$ cat src/rtl/ccd_tg_pkg.sv
package ccd_tg_pkg;

    typedef enum logic [2:0] {
        XS_IDLE,
        XS_LEAD,
        XS_TG1,
        XS_GAP,
        XS_TG2,
        XS_POST,
        XS_READ
    } xfer_state_e;

    typedef enum logic [1:0] {
        RG_DUMMY = 2'd0,
        RG_DARK  = 2'd1,
        RG_SPARE = 2'd2,
        RG_LIVE  = 2'd3
    } region_e;

endpackage

$ cat src/rtl/ccd_region_map.sv
module ccd_region_map
    import ccd_tg_pkg::*;
#(
    parameter int IDX_W      = 12,
    parameter int N_DUMMY    = 13,
    parameter int N_OB       = 48,
    parameter int N_INV_LEAD = 3,
    parameter int N_VALID    = 3750
) (
    input  logic [IDX_W-1:0] idx,
    output region_e          region
);
    localparam int B_DARK  = N_DUMMY;
    localparam int B_SPARE = B_DARK + N_OB;
    localparam int B_LIVE  = B_SPARE + N_INV_LEAD;
    localparam int B_TAIL  = B_LIVE + N_VALID;

    always_comb begin
        if (int'(idx) < B_DARK)       region = RG_DUMMY;
        else if (int'(idx) < B_SPARE) region = RG_DARK;
        else if (int'(idx) < B_LIVE)  region = RG_SPARE;
        else if (int'(idx) < B_TAIL)  region = RG_LIVE;
        else                          region = RG_SPARE;
    end
endmodule

$ cat src/rtl/ccd_xfer_seq.sv
module ccd_xfer_seq
    import ccd_tg_pkg::*;
#(
    parameter int CNT_W = 12
) (
    input  logic             clk,
    input  logic             rst_n,
    input  logic             line_start,
    input  logic [CNT_W-1:0] cfg_lead,
    input  logic [CNT_W-1:0] cfg_tg_width,
    input  logic [CNT_W-1:0] cfg_tg_gap,
    input  logic [CNT_W-1:0] cfg_post,
    input  logic             read_done,
    output logic             gate_a,
    output logic             gate_b,
    output logic             hold_a,
    output logic             busy,
    output logic             read_go
);
    typedef struct packed {
        xfer_state_e      st;
        logic [CNT_W-1:0] cnt;
    } xs_t;

    xs_t  s_d, s_q;
    logic last;

    function automatic logic [CNT_W-1:0] load(input logic [CNT_W-1:0] v);
        return (v == '0) ? '0 : v - 1'b1;
    endfunction

    assign last = (s_q.cnt == '0);

    always_comb begin
        s_d     = s_q;
        read_go = 1'b0;
        if (!last) s_d.cnt = s_q.cnt - 1'b1;
        unique case (s_q.st)
            XS_IDLE: if (line_start) begin
                s_d.st  = XS_LEAD;
                s_d.cnt = load(cfg_lead);
            end
            XS_LEAD: if (last) begin
                s_d.st  = XS_TG1;
                s_d.cnt = load(cfg_tg_width);
            end
            XS_TG1: if (last) begin
                s_d.st  = XS_GAP;
                s_d.cnt = load(cfg_tg_gap);
            end
            XS_GAP: if (last) begin
                s_d.st  = XS_TG2;
                s_d.cnt = load(cfg_tg_width);
            end
            XS_TG2: if (last) begin
                s_d.st  = XS_POST;
                s_d.cnt = load(cfg_post);
            end
            XS_POST: if (last) begin
                s_d.st  = XS_READ;
                read_go = 1'b1;
            end
            XS_READ: if (read_done) s_d.st = XS_IDLE;
            default: s_d.st = XS_IDLE;
        endcase
    end

    always_ff @(posedge clk or negedge rst_n) begin
        if (!rst_n) begin
            s_q.st  <= XS_IDLE;
            s_q.cnt <= '0;
        end else begin
            s_q <= s_d;
        end
    end

    assign gate_a = (s_q.st == XS_TG1);
    assign gate_b = (s_q.st == XS_TG2);
    assign hold_a = (s_q.st != XS_IDLE) && (s_q.st != XS_READ);
    assign busy   = (s_q.st != XS_IDLE);

    AST_START_IGNORED: assert property (@(posedge clk) disable iff (!rst_n)
        (s_q.st != XS_IDLE && s_q.st != XS_LEAD) |=> (s_q.st != XS_LEAD));
    AST_GATE_B_AFTER_GAP: assert property (@(posedge clk) disable iff (!rst_n)
        $rose(gate_b) |-> ($past(s_q.st) == XS_GAP));
endmodule

$ cat src/rtl/ccd_pix_seq.sv
module ccd_pix_seq
    import ccd_tg_pkg::*;
#(
    parameter int CNT_W = 12,
    parameter int TOTAL = 3817,
    parameter int IDX_W = $clog2(TOTAL)
) (
    input  logic             clk,
    input  logic             rst_n,
    input  logic             go,
    input  logic             line_mode,
    input  logic [CNT_W-1:0] cfg_half,
    input  region_e          region,
    output logic             active,
    output logic             phase_a,
    output logic             last_stage,
    output logic             rst_pulse,
    output logic             clamp,
    output logic             done,
    output logic [IDX_W-1:0] idx
);
    localparam logic [IDX_W-1:0] LAST_IDX = IDX_W'(TOTAL - 1);

    typedef struct packed {
        logic             active;
        logic             tog;
        logic [CNT_W-1:0] hcnt;
        logic [IDX_W-1:0] idx;
    } ps_t;

    ps_t              s_d, s_q;
    logic [CNT_W-1:0] half_m1;
    logic             hlast;

    assign half_m1 = (cfg_half < CNT_W'(2)) ? CNT_W'(1) : cfg_half - 1'b1;
    assign hlast   = (s_q.hcnt >= half_m1);

    always_comb begin
        s_d  = s_q;
        done = 1'b0;
        if (!s_q.active) begin
            if (go) begin
                s_d.active = 1'b1;
                s_d.tog    = 1'b0;
                s_d.hcnt   = '0;
                s_d.idx    = '0;
            end
        end else if (hlast) begin
            s_d.hcnt = '0;
            s_d.tog  = ~s_q.tog;
            if (s_q.tog) begin
                if (s_q.idx == LAST_IDX) begin
                    s_d.active = 1'b0;
                    s_d.idx    = '0;
                    done       = 1'b1;
                end else begin
                    s_d.idx = s_q.idx + 1'b1;
                end
            end
        end else begin
            s_d.hcnt = s_q.hcnt + 1'b1;
        end
    end

    always_ff @(posedge clk or negedge rst_n) begin
        if (!rst_n) begin
            s_q.active <= 1'b0;
            s_q.tog    <= 1'b0;
            s_q.hcnt   <= '0;
            s_q.idx    <= '0;
        end else begin
            s_q <= s_d;
        end
    end

    assign active     = s_q.active;
    assign idx        = s_q.idx;
    assign phase_a    = s_q.active & s_q.tog;
    assign last_stage = s_q.active & ~s_q.tog;
    assign rst_pulse  = s_q.active & ~s_q.tog & (s_q.hcnt == '0);
    assign clamp      = line_mode ? (s_q.active && region == RG_DARK)
                                  : (s_q.active & ~s_q.tog & (s_q.hcnt == CNT_W'(1)));

    AST_BIT_CLAMP_AFTER_RESET: assert property (@(posedge clk) disable iff (!rst_n)
        (!line_mode && clamp) |-> $past(rst_pulse));
    AST_RESET_ONE_CYCLE: assert property (@(posedge clk) disable iff (!rst_n)
        rst_pulse |=> !rst_pulse);
    AST_IDX_IN_RANGE: assert property (@(posedge clk) disable iff (!rst_n)
        active |-> (idx <= LAST_IDX));
    AST_IDX_STEP: assert property (@(posedge clk) disable iff (!rst_n)
        (active && $past(active) && idx != $past(idx)) |-> (idx == $past(idx) + 1'b1));
endmodule

$ cat src/rtl/ccd_line_timer.sv
module ccd_line_timer
    import ccd_tg_pkg::*;
#(
    parameter  int CNT_W       = 12,
    parameter  int N_DUMMY     = 13,
    parameter  int N_OB        = 48,
    parameter  int N_INV_LEAD  = 3,
    parameter  int N_VALID     = 3750,
    parameter  int N_INV_TRAIL = 3,
    localparam int TOTAL       = N_DUMMY + N_OB + N_INV_LEAD + N_VALID + N_INV_TRAIL,
    localparam int IDX_W       = $clog2(TOTAL)
) (
    input  logic             clk,
    input  logic             rst_n,
    input  logic             line_start,
    input  logic             clamp_mode,
    input  logic [CNT_W-1:0] cfg_lead,
    input  logic [CNT_W-1:0] cfg_tg_width,
    input  logic [CNT_W-1:0] cfg_tg_gap,
    input  logic [CNT_W-1:0] cfg_post,
    input  logic [CNT_W-1:0] cfg_half,
    output logic             xfer_gate_a,
    output logic             xfer_gate_b,
    output logic             shift_a,
    output logic             shift_b,
    output logic             shift_last,
    output logic             reset_gate,
    output logic             clamp_pulse,
    output logic             line_busy,
    output logic [IDX_W-1:0] pixel_index,
    output logic [1:0]       region
);
    logic    hold_a, read_go, read_done, pix_active, pix_phase_a;
    region_e region_w;

    ccd_xfer_seq #(.CNT_W(CNT_W)) xfer_i (
        .clk          (clk),
        .rst_n        (rst_n),
        .line_start   (line_start),
        .cfg_lead     (cfg_lead),
        .cfg_tg_width (cfg_tg_width),
        .cfg_tg_gap   (cfg_tg_gap),
        .cfg_post     (cfg_post),
        .read_done    (read_done),
        .gate_a       (xfer_gate_a),
        .gate_b       (xfer_gate_b),
        .hold_a       (hold_a),
        .busy         (line_busy),
        .read_go      (read_go)
    );

    ccd_pix_seq #(.CNT_W(CNT_W), .TOTAL(TOTAL), .IDX_W(IDX_W)) pix_i (
        .clk        (clk),
        .rst_n      (rst_n),
        .go         (read_go),
        .line_mode  (clamp_mode),
        .cfg_half   (cfg_half),
        .region     (region_w),
        .active     (pix_active),
        .phase_a    (pix_phase_a),
        .last_stage (shift_last),
        .rst_pulse  (reset_gate),
        .clamp      (clamp_pulse),
        .done       (read_done),
        .idx        (pixel_index)
    );

    ccd_region_map #(
        .IDX_W(IDX_W), .N_DUMMY(N_DUMMY), .N_OB(N_OB),
        .N_INV_LEAD(N_INV_LEAD), .N_VALID(N_VALID)
    ) map_i (
        .idx    (pixel_index),
        .region (region_w)
    );

    assign shift_a = hold_a | pix_phase_a;
    assign shift_b = ~shift_a;
    assign region  = region_w;

    AST_XFER_QUIET: assert property (@(posedge clk) disable iff (!rst_n)
        hold_a |-> !(reset_gate || clamp_pulse || shift_last));
    AST_GATES_EXCLUSIVE: assert property (@(posedge clk) disable iff (!rst_n)
        !(xfer_gate_a && xfer_gate_b));
    AST_READ_FOLLOWS_POST: assert property (@(posedge clk) disable iff (!rst_n)
        read_go |=> pix_active);
    AST_SPAN_CLAMP_DARK: assert property (@(posedge clk) disable iff (!rst_n)
        (clamp_mode && clamp_pulse) |-> (region_w == RG_DARK));
    AST_IDLE_QUIET: assert property (@(posedge clk) disable iff (!rst_n)
        !line_busy |-> !(shift_a || reset_gate || clamp_pulse || xfer_gate_a || xfer_gate_b));
endmodule

$ cat config.mk
export PLATFORM = sky130hd
export DESIGN_NAME = ccd_line_timer
export DESIGN_NICKNAME = d
export VERILOG_FILES = /design/src/rtl/ccd_tg_pkg.sv /design/src/rtl/ccd_region_map.sv /design/src/rtl/ccd_xfer_seq.sv /design/src/rtl/ccd_pix_seq.sv /design/src/rtl/ccd_line_timer.sv
export SDC_FILE = /design/constraint.sdc
export NUM_CORES = 1
export LEC_CHECK = 0
export BUFFER_PORTS_ARGS = -buffer_cell sky130_fd_sc_hd__buf_2
export CAP_MARGIN = 20
export CORE_MARGIN = 3
export CORE_UTILIZATION = 51
export DETAILED_ROUTE_END_ITERATION = 10
export PLACE_DENSITY = 0.83
export SETUP_SLACK_MARGIN = 0.5
export SLEW_MARGIN = 20
export SYNTH_ARGS = -nofsm -noshare
export SYNTH_HDL_FRONTEND = slang
export SYNTH_SLANG_ARGS = --single-unit
$ cat constraint.sdc
create_clock -name clk -period 2.5 [get_ports clk]
set_clock_uncertainty 0.05 [all_clocks]
set_input_delay 0.5 -clock clk [delete_from_list [all_inputs] [get_ports clk]]
set_output_delay 0.5 -clock clk [all_outputs]
set_load 0.1 [all_outputs]
==> flow_summary.ini <==
[cells_and_area]
seqCellArea_um2 = 1030
layout.nets = 776
n_fill_cell = 518
multi_input_area_um2 = 3620
area_growth_syn_to_layout_pct = 49.2
final_area_um2 = 6260
drive_gt1_share_pct = 42.7
diodes = 0

[worst_setup_path]
crit_path_start_kind = input pin
cp-end-kind = flip-flop
cp_max_fo = 7
r2r-end = pix_i.idx[11]
criticalPathCategory = in2reg
arrival_ns = 3.58
reg2reg_slack_ns = -0.16
required_ns = 2.64
endpoint = pix_i.idx[6]
reg2reg_depth = 9
crit_start = cfg_half[8]
reg2reg_from = xfer_i.s_q[0]

[global_route]
grt_use_total_pct = 27.0
antenna_found_initial = 0
grt_max_degree = 42
grt-ovfl-total = 0
grt_pass1_wl_mm = 21.5
grt_pass1_vias = 4691

[sta]
timing.fmax_ghz = 0.291
worst_pin_slew_ns = 0.963
fin_crit_sh_pct = 138
setup_tns_ns = -23.70
drv_slew = 0
fin_ws_ns = -0.941
hold_viol = 0
fin_crit_ns = 3.44
holdWs_ns = 0.295
relSlewSlack_pct = 35.8
setup_violations = 29
rsz0062_at_grt = true

[cts]
cts_root_buffer = clkbuf_8
path_clk_slew_ns = 0.09
holdBufCountCts = 0
cts.path.max_buffers = 2
cts_tree = done
clock_latency_ns = 0.31
cts_inserted_buffers = 5
cts.sinks = 41
htree_levels = 2

[synthesis]
async_reset_ff_share_pct = 100
synth_nets = 629
synth-compound-area-share_pct = 20.8
synth_xor_area_share_pct = 8.77
synth_edf_count = 0
synthAdderAreaFrac_pct = 7.16
synth.most_common_cell = nand2_1
netlist_area_um2 = 4200
synth_top_family_by_area = simple AND/OR/NAND/NOR gates
synthTopCellsByCount = 50 x nand2_1, 47 x nor2_1, 41 x dfrtp_1
synth-simple-area-share_pct = 29.5
synth_flop_cell = dfrtp_1
synth.top_cell.area_share_pct = 24.4
synth-seq-cells = 41
synthMuxAreaShare_pct = 3.13
yosysSeqAreaShare_pct = 24.4
synth.distinct_cells = 56
avgSynthCellArea_um2 = 7.76
yosys_warnings = 0
syn_inst = 541
synth_top_area_cell = dfrtp_1
yosys-top-cells-area = dfrtp_1 24%, ha_1 7.2%, xnor2_1 6.5%, nand2_1 4.5%, nor2_1 4.2%

[pwr]
finalPower_mw = 3.66
p_per_area_nw_per_um2 = 585
p_leak_nw = 2.66
ir_worst_vdd_mv = 0.333

[floorplan]
fp.dieW_um = 96.7
io_pins = 86
rows = 32
core_um2 = 7850
die_h_um = 96.7
initial_utilization_pct = 53.5
dieArea_um2 = 9350

[place]
place_ws_ns = -1.12
port_buffers = 85
place_area_um2 = 5310
place_hpwl_mm = 9.50
place.gp.congestion = 0.922

[status]
failed_checks = negative setup slack
run_status = complete, but fails checks

[route]
wl_per_cell_um = 19.5
drtPass1Iterations = 5
wl_mm = 15.5
drc = 0
num_vias = 5037
first_iter_violations = 306
drt-vias-per-instance = 6.37
drtAntennaViolNets = 0

[min_path]
hp-class = in2async

[job]
drv_cap = 0
## placed cells by master (no fill, tap or decap), drive strengths merged, types with 12 or more instances in the layout
cell   netlist  layout
buf         15     164
nand2       51      52
nor2        49      49
dfrtp       41      41
o21ai       35      36
xnor2       31      31
a21oi       26      26
inv         27      24
ha          24      24
nor4        21      21
nand3       18      18
nor3        17      17
a31oi       12      12
mux2i       12      12
o22ai       12      12
## power breakdown
group | total, mW | switching (mW) | leakage [nW] | internal [mW]
registers | 1.14 | 0.287 | 0.505 | 0.850
clock network | 0.569 | 0.270 | 0.0543 | 0.299
logic | 1.96 | 1.12 | 2.11 | 0.833
total | 3.66 | 1.68 | 2.66 | 1.98
## worst max-delay path: stages
cell and delay, ns:
buf_6 0.10, nor4_4 0.29, nand2b_1 0.14, or4b_4 0.64, buf_4 0.19, nand2_4 0.08
ha_4 0.16, and4_4 0.25, nand3_4 0.10, a2111oi_4 0.21, buf_4 0.22, buf_4 0.14
o21ai_4 0.08, a221o_1 0.30, nand3_2 0.09, o41ai_2 0.08
## layout make-up
type / count / share of cell area [%]
Inverter: 27 / 1.80
Multi-Input combinational cell: 448 / 57.8
Tap cell: 102 / 2.04
Clock inverter: 3 / 0.739
Sequential cell: 41 / 16.5
Timing Repair Buffer: 165 / 20.0
Clock buffer: 5 / 1.10
## flip-flops by register name, indices dropped and copies added, names as in the netlist
name          flops
pix_i.active      1
pix_i.s_q        13
xfer_i.s_q       15
pix_i.idx        12
## logic make-up (layout without fill, tap and decap cells)
| kind of cell | Yosys count | after routing |
|---|---|---|
| and+or+nand+nor | 235 | 236 |
| AOI/OAI and AO/OA | 132 | 133 |
| buffers and inverters | 54 | 200 |
| xor gates and xnor gates | 42 | 42 |
| DFF | 41 | 41 |
| adders and majority gates | 24 | 24 |
| muxes | 13 | 13 |
## worst min-delay path by stage
stage                   from             end  slack (ns)  cells after the start
2_1_floorplan          rst_n    pix_i.active        0.15                      0
3_3_place_gp   pix_i.s_q[12]   pix_i.s_q[12]        0.49                      1
3_5_place_dp   pix_i.s_q[24]   pix_i.s_q[24]        0.51                      1
4_1_cts                rst_n  xfer_i.s_q[10]        0.31                      1
5_1_grt                rst_n   pix_i.s_q[18]        0.36                      1
6_report               rst_n   pix_i.s_q[18]        0.29                      1
## what timing repair did
action,4_1_cts,5_1_grt
gates resized for setup,57,76
cloned,1,1
setup endpoints to repair,51,50
pin swaps,15,32
buffers inserted,13,21
## per-layer routing
layer  wire length [µm]  track usage (%)
met1               5730             31.5
met2               7770             47.8
met3               1020             4.83
met4                936             12.3
met5                  0                0
## through the flow
stage          utilization (%)  std cells
6_report                  79.8        791
5_1_grt                   79.8        791
4_1_cts                   73.0        769
3_5_place_dp              67.6        747
3_3_place_gp              67.6        747
2_1_floorplan                -        541
(Power assumes the default switching activity.)
